File: src/rtl/wdog_pkg.sv
package wdog_pkg;
   localparam int REG_W    = 8;
   localparam int RATE_W   = 3;
   localparam int BIT_WIN  = 7;
   localparam int BIT_SBD  = 6;
   localparam int BIT_MASK = 5;
   localparam int MAX_EXP  = 24;

   // exponent of the timeout period for each rate code (code 0 unused)
   function automatic int rate_exp(input logic [RATE_W-1:0] code);
      case (code)
         3'd1:    return 14;
         3'd2:    return 16;
         3'd3:    return 18;
         3'd4:    return 20;
         3'd5:    return 22;
         3'd6:    return 23;
         3'd7:    return 24;
         default: return 14;
      endcase
   endfunction
endpackage

File: src/rtl/wdog_ctrl_reg.sv
module wdog_ctrl_reg
   import wdog_pkg::*;
(
   input  logic              clk,
   input  logic              rst_n,
   input  logic              special_mode,
   input  logic              wr_en,
   input  logic [REG_W-1:0]  wr_data,
   input  logic              load_en,
   input  logic [REG_W-1:0]  load_data,
   input  logic [1:0]        clk_sel,
   input  logic              osc_up,
   output logic              win_q,
   output logic              sbd_q,
   output logic [RATE_W-1:0] rate_q,
   output logic              restart_q
);
   logic              once_q, osc_q;
   logic [1:0]        sel_q;
   logic              win_n, sbd_n, once_n, rs_n;
   logic [RATE_W-1:0] rate_n;
   logic              unmasked;

   assign unmasked = !wr_data[BIT_MASK];

   always_comb begin
      win_n  = win_q;
      sbd_n  = sbd_q;
      rate_n = rate_q;
      once_n = once_q;
      rs_n   = 1'b0;
      if (wr_en) begin
         if (special_mode) begin
            rs_n  = 1'b1;
            sbd_n = wr_data[BIT_SBD];
            if (unmasked) begin
               win_n  = wr_data[BIT_WIN];
               rate_n = wr_data[RATE_W-1:0];
            end
         end else begin
            if (wr_data[BIT_SBD] && !sbd_q) begin
               sbd_n = 1'b1;
               rs_n  = 1'b1;
            end
            if (unmasked && !once_q) begin
               once_n = 1'b1;
               if (wr_data[RATE_W-1:0] != '0) begin
                  rate_n = wr_data[RATE_W-1:0];
                  rs_n   = 1'b1;
               end
               if (wr_data[BIT_WIN]) begin
                  win_n = 1'b1;
                  rs_n  = 1'b1;
               end
            end
         end
      end
      if (load_en) begin
         win_n  = load_data[BIT_WIN];
         rate_n = load_data[RATE_W-1:0];
         if (load_data[RATE_W-1:0] != '0) rs_n = 1'b1;
      end
      if (clk_sel != sel_q) rs_n = 1'b1;
      if (osc_q && !osc_up && clk_sel == 2'b01) rs_n = 1'b1;
   end

   always_ff @(posedge clk or negedge rst_n) begin
      if (!rst_n) begin
         win_q     <= 1'b0;
         sbd_q     <= 1'b0;
         rate_q    <= '0;
         once_q    <= 1'b0;
         restart_q <= 1'b0;
         sel_q     <= 2'b00;
         osc_q     <= 1'b0;
      end else begin
         win_q     <= win_n;
         sbd_q     <= sbd_n;
         rate_q    <= rate_n;
         once_q    <= once_n;
         restart_q <= rs_n;
         sel_q     <= clk_sel;
         osc_q     <= osc_up;
      end
   end

   p_write_once_r6: assert property (@(posedge clk) disable iff (!rst_n)
      (!special_mode && once_q && !load_en) |=> ($stable(rate_q) && $stable(win_q)));
   p_mask_blocks_r7: assert property (@(posedge clk) disable iff (!rst_n)
      (wr_en && wr_data[BIT_MASK] && !load_en) |=> $stable(rate_q));
   p_sbd_sticky_r9: assert property (@(posedge clk) disable iff (!rst_n)
      (!special_mode && sbd_q) |=> sbd_q);
endmodule

File: src/rtl/wdog_tick.sv
module wdog_tick (
   input  logic [1:0] clk_sel,
   input  logic       aux_en,
   input  logic       irc_en,
   input  logic       osc_en,
   input  logic       stop_mode,
   input  logic       pseudo_stop,
   input  logic       osc_en_stop,
   output logic       tick
);
   logic src_en, keep_running;

   always_comb begin
      if (clk_sel[1])      src_en = aux_en;
      else if (clk_sel[0]) src_en = osc_en;
      else                 src_en = irc_en;
      keep_running = clk_sel[1] | (pseudo_stop & (clk_sel == 2'b01) & osc_en_stop);
      tick = src_en & (!stop_mode | keep_running);
   end
endmodule

File: src/rtl/wdog_count.sv
module wdog_count
   import wdog_pkg::*;
#(
   parameter int EXP_REDUCE = 0
)(
   input  logic              clk,
   input  logic              rst_n,
   input  logic              tick,
   input  logic              restart,
   input  logic [RATE_W-1:0] rate,
   output logic              reset_req
);
   localparam int CNT_W  = MAX_EXP - EXP_REDUCE;
   localparam int NCODES = 1 << RATE_W;

   logic [CNT_W-1:0] reload_tab [NCODES];
   logic [CNT_W-1:0] cnt_q;

   if (EXP_REDUCE < 0 || EXP_REDUCE > 13) begin : g_bad_reduce
      $error("EXP_REDUCE must lie in 0..13");
   end

   for (genvar g = 0; g < NCODES; g++) begin : g_tab
      if (g == 0) begin : g_off
         assign reload_tab[g] = '0;
      end else begin : g_on
         localparam int E = rate_exp(RATE_W'(g)) - EXP_REDUCE;
         assign reload_tab[g] = CNT_W'((64'd1 << E) - 64'd1);
      end
   end

   always_ff @(posedge clk or negedge rst_n) begin
      if (!rst_n) begin
         cnt_q     <= '0;
         reset_req <= 1'b0;
      end else begin
         reset_req <= 1'b0;
         if (restart) begin
            cnt_q <= reload_tab[rate];
         end else if (tick && rate != '0) begin
            if (cnt_q == '0) begin
               reset_req <= 1'b1;
               cnt_q     <= reload_tab[rate];
            end else begin
               cnt_q <= cnt_q - 1'b1;
            end
         end
      end
   end

   p_req_single_r3: assert property (@(posedge clk) disable iff (!rst_n)
      reset_req |=> !reset_req);
   p_off_quiet_r4: assert property (@(posedge clk) disable iff (!rst_n)
      (rate == '0) |=> !reset_req);
   p_hold_r12: assert property (@(posedge clk) disable iff (!rst_n)
      (!tick && !restart) |=> $stable(cnt_q));
endmodule

File: src/rtl/wdog_ctl.sv
module wdog_ctl
   import wdog_pkg::*;
#(
   parameter int EXP_REDUCE = 0
)(
   input  logic       clk,
   input  logic       rst_n,
   input  logic       special_mode,
   input  logic       stop_mode,
   input  logic       pseudo_stop,
   input  logic       osc_en_stop,
   input  logic       osc_up,
   input  logic [1:0] clk_sel,
   input  logic       aux_en,
   input  logic       irc_en,
   input  logic       osc_en,
   input  logic       wr_en,
   input  logic [7:0] wr_data,
   input  logic       load_en,
   input  logic [7:0] load_data,
   output logic [7:0] rd_data,
   output logic       reset_req
);
   logic              win_q, sbd_q, restart_q, tick;
   logic [RATE_W-1:0] rate_q;

   wdog_ctrl_reg u_reg (
      .clk(clk), .rst_n(rst_n), .special_mode(special_mode),
      .wr_en(wr_en), .wr_data(wr_data), .load_en(load_en), .load_data(load_data),
      .clk_sel(clk_sel), .osc_up(osc_up),
      .win_q(win_q), .sbd_q(sbd_q), .rate_q(rate_q), .restart_q(restart_q)
   );

   wdog_tick u_tick (
      .clk_sel(clk_sel), .aux_en(aux_en), .irc_en(irc_en), .osc_en(osc_en),
      .stop_mode(stop_mode), .pseudo_stop(pseudo_stop), .osc_en_stop(osc_en_stop),
      .tick(tick)
   );

   wdog_count #(.EXP_REDUCE(EXP_REDUCE)) u_cnt (
      .clk(clk), .rst_n(rst_n), .tick(tick), .restart(restart_q),
      .rate(rate_q), .reset_req(reset_req)
   );

   assign rd_data = {win_q, sbd_q, 1'b0, 2'b00, rate_q};
endmodule

File: config.mk
export PLATFORM = sky130hd
export DESIGN_NAME = wdog_ctl
export DESIGN_NICKNAME = d
export VERILOG_FILES = /design/src/rtl/wdog_pkg.sv /design/src/rtl/wdog_ctrl_reg.sv /design/src/rtl/wdog_tick.sv /design/src/rtl/wdog_count.sv /design/src/rtl/wdog_ctl.sv
export SDC_FILE = /design/constraint.sdc
export NUM_CORES = 1
export LEC_CHECK = 0
export BUFFER_PORTS_ARGS = -buffer_cell sky130_fd_sc_hd__buf_2
export CAP_MARGIN = 20
export CORE_MARGIN = 10
export CORE_UTILIZATION = 55
export CTS_CLUSTER_SIZE = 25
export DETAILED_ROUTE_END_ITERATION = 8
export GPL_ROUTABILITY_DRIVEN = 0
export PLACE_DENSITY = 0.86
export RECOVER_POWER = 50
export SLEW_MARGIN = 20
export SYNTH_ARGS = -nofsm -noshare
export SYNTH_HDL_FRONTEND = slang
export SYNTH_SLANG_ARGS = --single-unit
File: constraint.sdc
create_clock -name clk -period 2.2 [get_ports clk]
set_input_delay 0.11 -clock clk [delete_from_list [all_inputs] [get_ports clk]]
set_output_delay 0.11 -clock clk [all_outputs]
set_load 0.05 [all_outputs]
==> impl_metrics.py <==
metrics = {
    "outcome": {
        "outcome": "finished, final reports clean",
    },
    "routing": {
        "vias": 2392,
        "via_per_inst": 6.43,
        "route.antenna.remaining_nets": 0,
        "wl_per_cell_um": 17.3,
        "remaining_drc_errors": 0,
        "routed_wl_mm": 6.45,
        "drtIter0Drc": 281,
        "first_pass_iters": 5,
    },
    "yosys": {
        "synth_xor_xnor_area_share_pct": 0.725,
        "synth_top_area_share_pct": 36.3,
        "synthAdderAreaFrac_pct": 1.04,
        "synth_edf_count": 0,
        "synthArstFlopShare_pct": 100,
        "synthTopCellsByArea": "dfrtp_1, mux2i_1, nor3_1, o21ai_0, nor2_1",
        "synth.distinct_cells": 64,
        "synth_compound_area_share_pct": 22.2,
        "synth_top_family_by_area": "simple AND/OR/NAND/NOR gates",
        "synth_ff_type": "dfrtp_1",
        "synth_cells": 265,
        "synthMuxAreaShare_pct": 6.06,
        "yosysSeqAreaShare_pct": 36.3,
        "yosys.area.top_type": "dfrtp_1",
        "synth.most_common_cell": "dfrtp_1",
        "ys_top_cells_by_count": "dfrtp_1, nor3_1, nor2_1, o21ai_0, nand2_1",
        "synthSimpleGateAreaFrac_pct": 26.5,
        "yosys_warnings": 0,
        "synthesis.area_um2": 2420,
        "ys_ff_latch": 35,
        "avgSynthCellArea_um2": 9.12,
    },
    "timing": {
        "post-route-period-util_pct": 96.8,
        "hold_violations": 0,
        "fin_crit_ns": 2.13,
        "layout_setup_ws_ns": 0.0697,
        "fmax_ghz": 0.469,
        "tightest_slew_ns": 0.866,
        "fin_tns_setup_ns": 0,
        "drv_slew": 0,
        "fin_worst_skew_ns": 0.0126,
        "maxSlewHeadroom_pct": 42.3,
        "setup_violations": 0,
    },
    "power_and_ir_drop": {
        "irDropWorstVdd_v": 0.000561,
        "pwr_density_cell_nw_per_um2": 678,
        "leakagePower_nw": 1.22,
    },
    "die": {
        "rows": 24,
        "die_h_um": 86.3,
        "initial_core_util_pct": 56.3,
        "ios": 39,
        "fp.dieW_um": 86.3,
        "die-area_um2": 7440,
        "core-area_um2": 4290,
    },
    "clocking": {
        "cts_tree": "built",
        "htreeDepth": 2,
        "clock-sinks": 35,
        "numCtsBuffers": 5,
        "cts_root_buffer": "clkbuf_8",
        "clk_latency_ns": 0.29,
        "path_clk_slew_ns": 0.08,
        "cts.path.max_buffers": 2,
    },
    "critical_path": {
        "setup.worst_path.start_class": "flop",
        "critPathBufInv": 2,
        "critical_path_class": "flop to flop",
        "worst_ep_required_time_ns": 2.36,
        "critical-path-slowest-cell": "nor4_4",
        "critPathMaxFanout": 6,
        "crit_arrival_ns": 2.29,
        "worstPathCellList": "nor4_4, buf_4, and4_1, a21oi_2, buf_4, and4_1, a221o_1",
        "critical-path-top-delay-family": "simple AND/OR/NAND/NOR gates",
        "end_kind": "flop",
        "cpPeakStageDelay_ns": 0.42,
    },
    "global_routing": {
        "grt_usage_pct": 17.5,
        "grt_pass1_wl_mm": 10.8,
        "grt_max_degree": 36,
        "grt.overflow.total": 0,
        "grt_pass1_vias": 2421,
        "antenna_found_initial": 0,
    },
    "final_layout": {
        "final_nets": 351,
        "antennaDiodeCount": 0,
        "areaGrowthSynthToFinish_pct": 19.6,
        "final_layout_size_suffix_gt1_share_pct": 26.3,
    },
    "place": {
        "port_buffers": 29,
        "preCtsSetupSlack_ns": -0.0176,
        "dp_hpwl_mm": 4.65,
    },
    "flow_run": {
        "drv_cap": 0,
    },
    "hold_path": {
        "hold_class": "input pin to flop",
    },
}
## final cells by class
type	instances	area, µm²
fill	354	1400
clock buffer	8	100
inverter	12	45.0
multi-input combinational	200	1390
timing repair buffer	65	417
tap	52	65.1
sequential	35	877
## cells in the final DEF, fill, tap and decap left out, types with 4 or more instances in the layout
cell type,Yosys,final
nor2_1,18,18
o22ai_1,7,7
buf_2,7,23
nor4_1,4,4
or3_1,6,6
dfrtp_1,35,34
nand2_1,13,13
mux2i_1,12,12
a21oi_1,11,11
o21ai_0,18,18
o2bb2ai_1,4,4
a211o_1,4,4
inv_1,12,12
nand3_1,6,5
nand4_1,7,7
clkbuf_1,3,6
and3_1,5,5
clkbuf_8,0,7
nor3_1,19,19
buf_4,5,33
## tightest hold or removal path, cell delays in order
cell,delay [ns]
buf_2,0.08
nand2_1,0.04
o21ai_0,0.06
## cell families after synthesis
kind of cell               Yosys count
buffers and inverters               32
and+or+nand+nor                    102
muxes                               14
DFF                                 35
other                                1
adders and majority gates            2
xor gates and xnor gates             2
AOI/OAI and AO/OA                   77
## per-layer routing
layer  global-route usage (%)  share of wire [%]  vias up
met4                     6.63                2.0        0
met2                     30.4                 50      114
met5                        0                  0        -
met3                     4.22                6.2       16
met1                     20.2                 42     1158
li1                         -                  -     1104
## path summary, 6_finish.rpt
check                                            from                     endpoint  slack (ns)  cells past startpoint
max in group asynchronous                       rst_n  u_reg.rate_q[2]$_DFFE_PN0P_        1.13                      2
setup / recovery           u_cnt.cnt_q[8]$_DFFE_PN0P_  u_cnt.cnt_q[21]$_DFFE_PN0P_        0.07                      7
hold reg to reg              u_reg.once_q$_DFFE_PN0P_     u_reg.once_q$_DFFE_PN0P_        0.54                      1
setup reg to reg           u_cnt.cnt_q[8]$_DFFE_PN0P_  u_cnt.cnt_q[21]$_DFFE_PN0P_        0.07                      7
hold / removal                           load_data[7]      u_reg.win_q$_DFFE_PN0P_        0.04                      3
min in group asynchronous                       rst_n   u_cnt.cnt_q[5]$_DFFE_PN0P_        0.46                      2
## report_power, final
part / internal, W / total (W) / switching [W]
registers: 0.000744 / 0.000878 / 0.000133
clock network: 0.000286 / 0.000520 / 0.000234
logic: 0.000243 / 0.000563 / 0.000320
total: 0.00127 / 0.00196 / 0.000687
## flip-flops by register name, indices dropped and copies added, names as in the netlist
signal           cells
u_reg.sel_q          2
u_reg.sbd_q          1
u_reg.restart_q      1
u_cnt.reset_req      1
u_cnt.cnt_q         24
u_reg.osc_q          1
u_reg.once_q         1
u_reg.rate_q         3
u_reg.win_q          1
## metrics by stage
stage / total power, W / utilization (%) / hold WS, ns / std cells / area [µm²]
CTS: 0.00195 / 66.9 / 0.00684 / 370 / 2870
global placement: 0.00140 / 63.0 / 0.226 / 354 / 2700
floorplan: 0.00124 / - / -0.186 / 267 / 2420
finish: 0.00196 / 67.3 / 0.0417 / 372 / 2890
detailed placement: 0.00143 / 63.0 / 0.236 / 354 / 2700
global route: 0.00206 / 67.3 / 0.0559 / 372 / 2890
## timing repair
action,in CTS,in global routing
setup buffers,5,2
hold endpoints to repair,37,0
cloned,0,0
endpoints found under the setup margin,4,14
gates resized for setup,0,2
pin swaps,2,3
hold buffers,3,0
(Power assumes the default switching activity.)
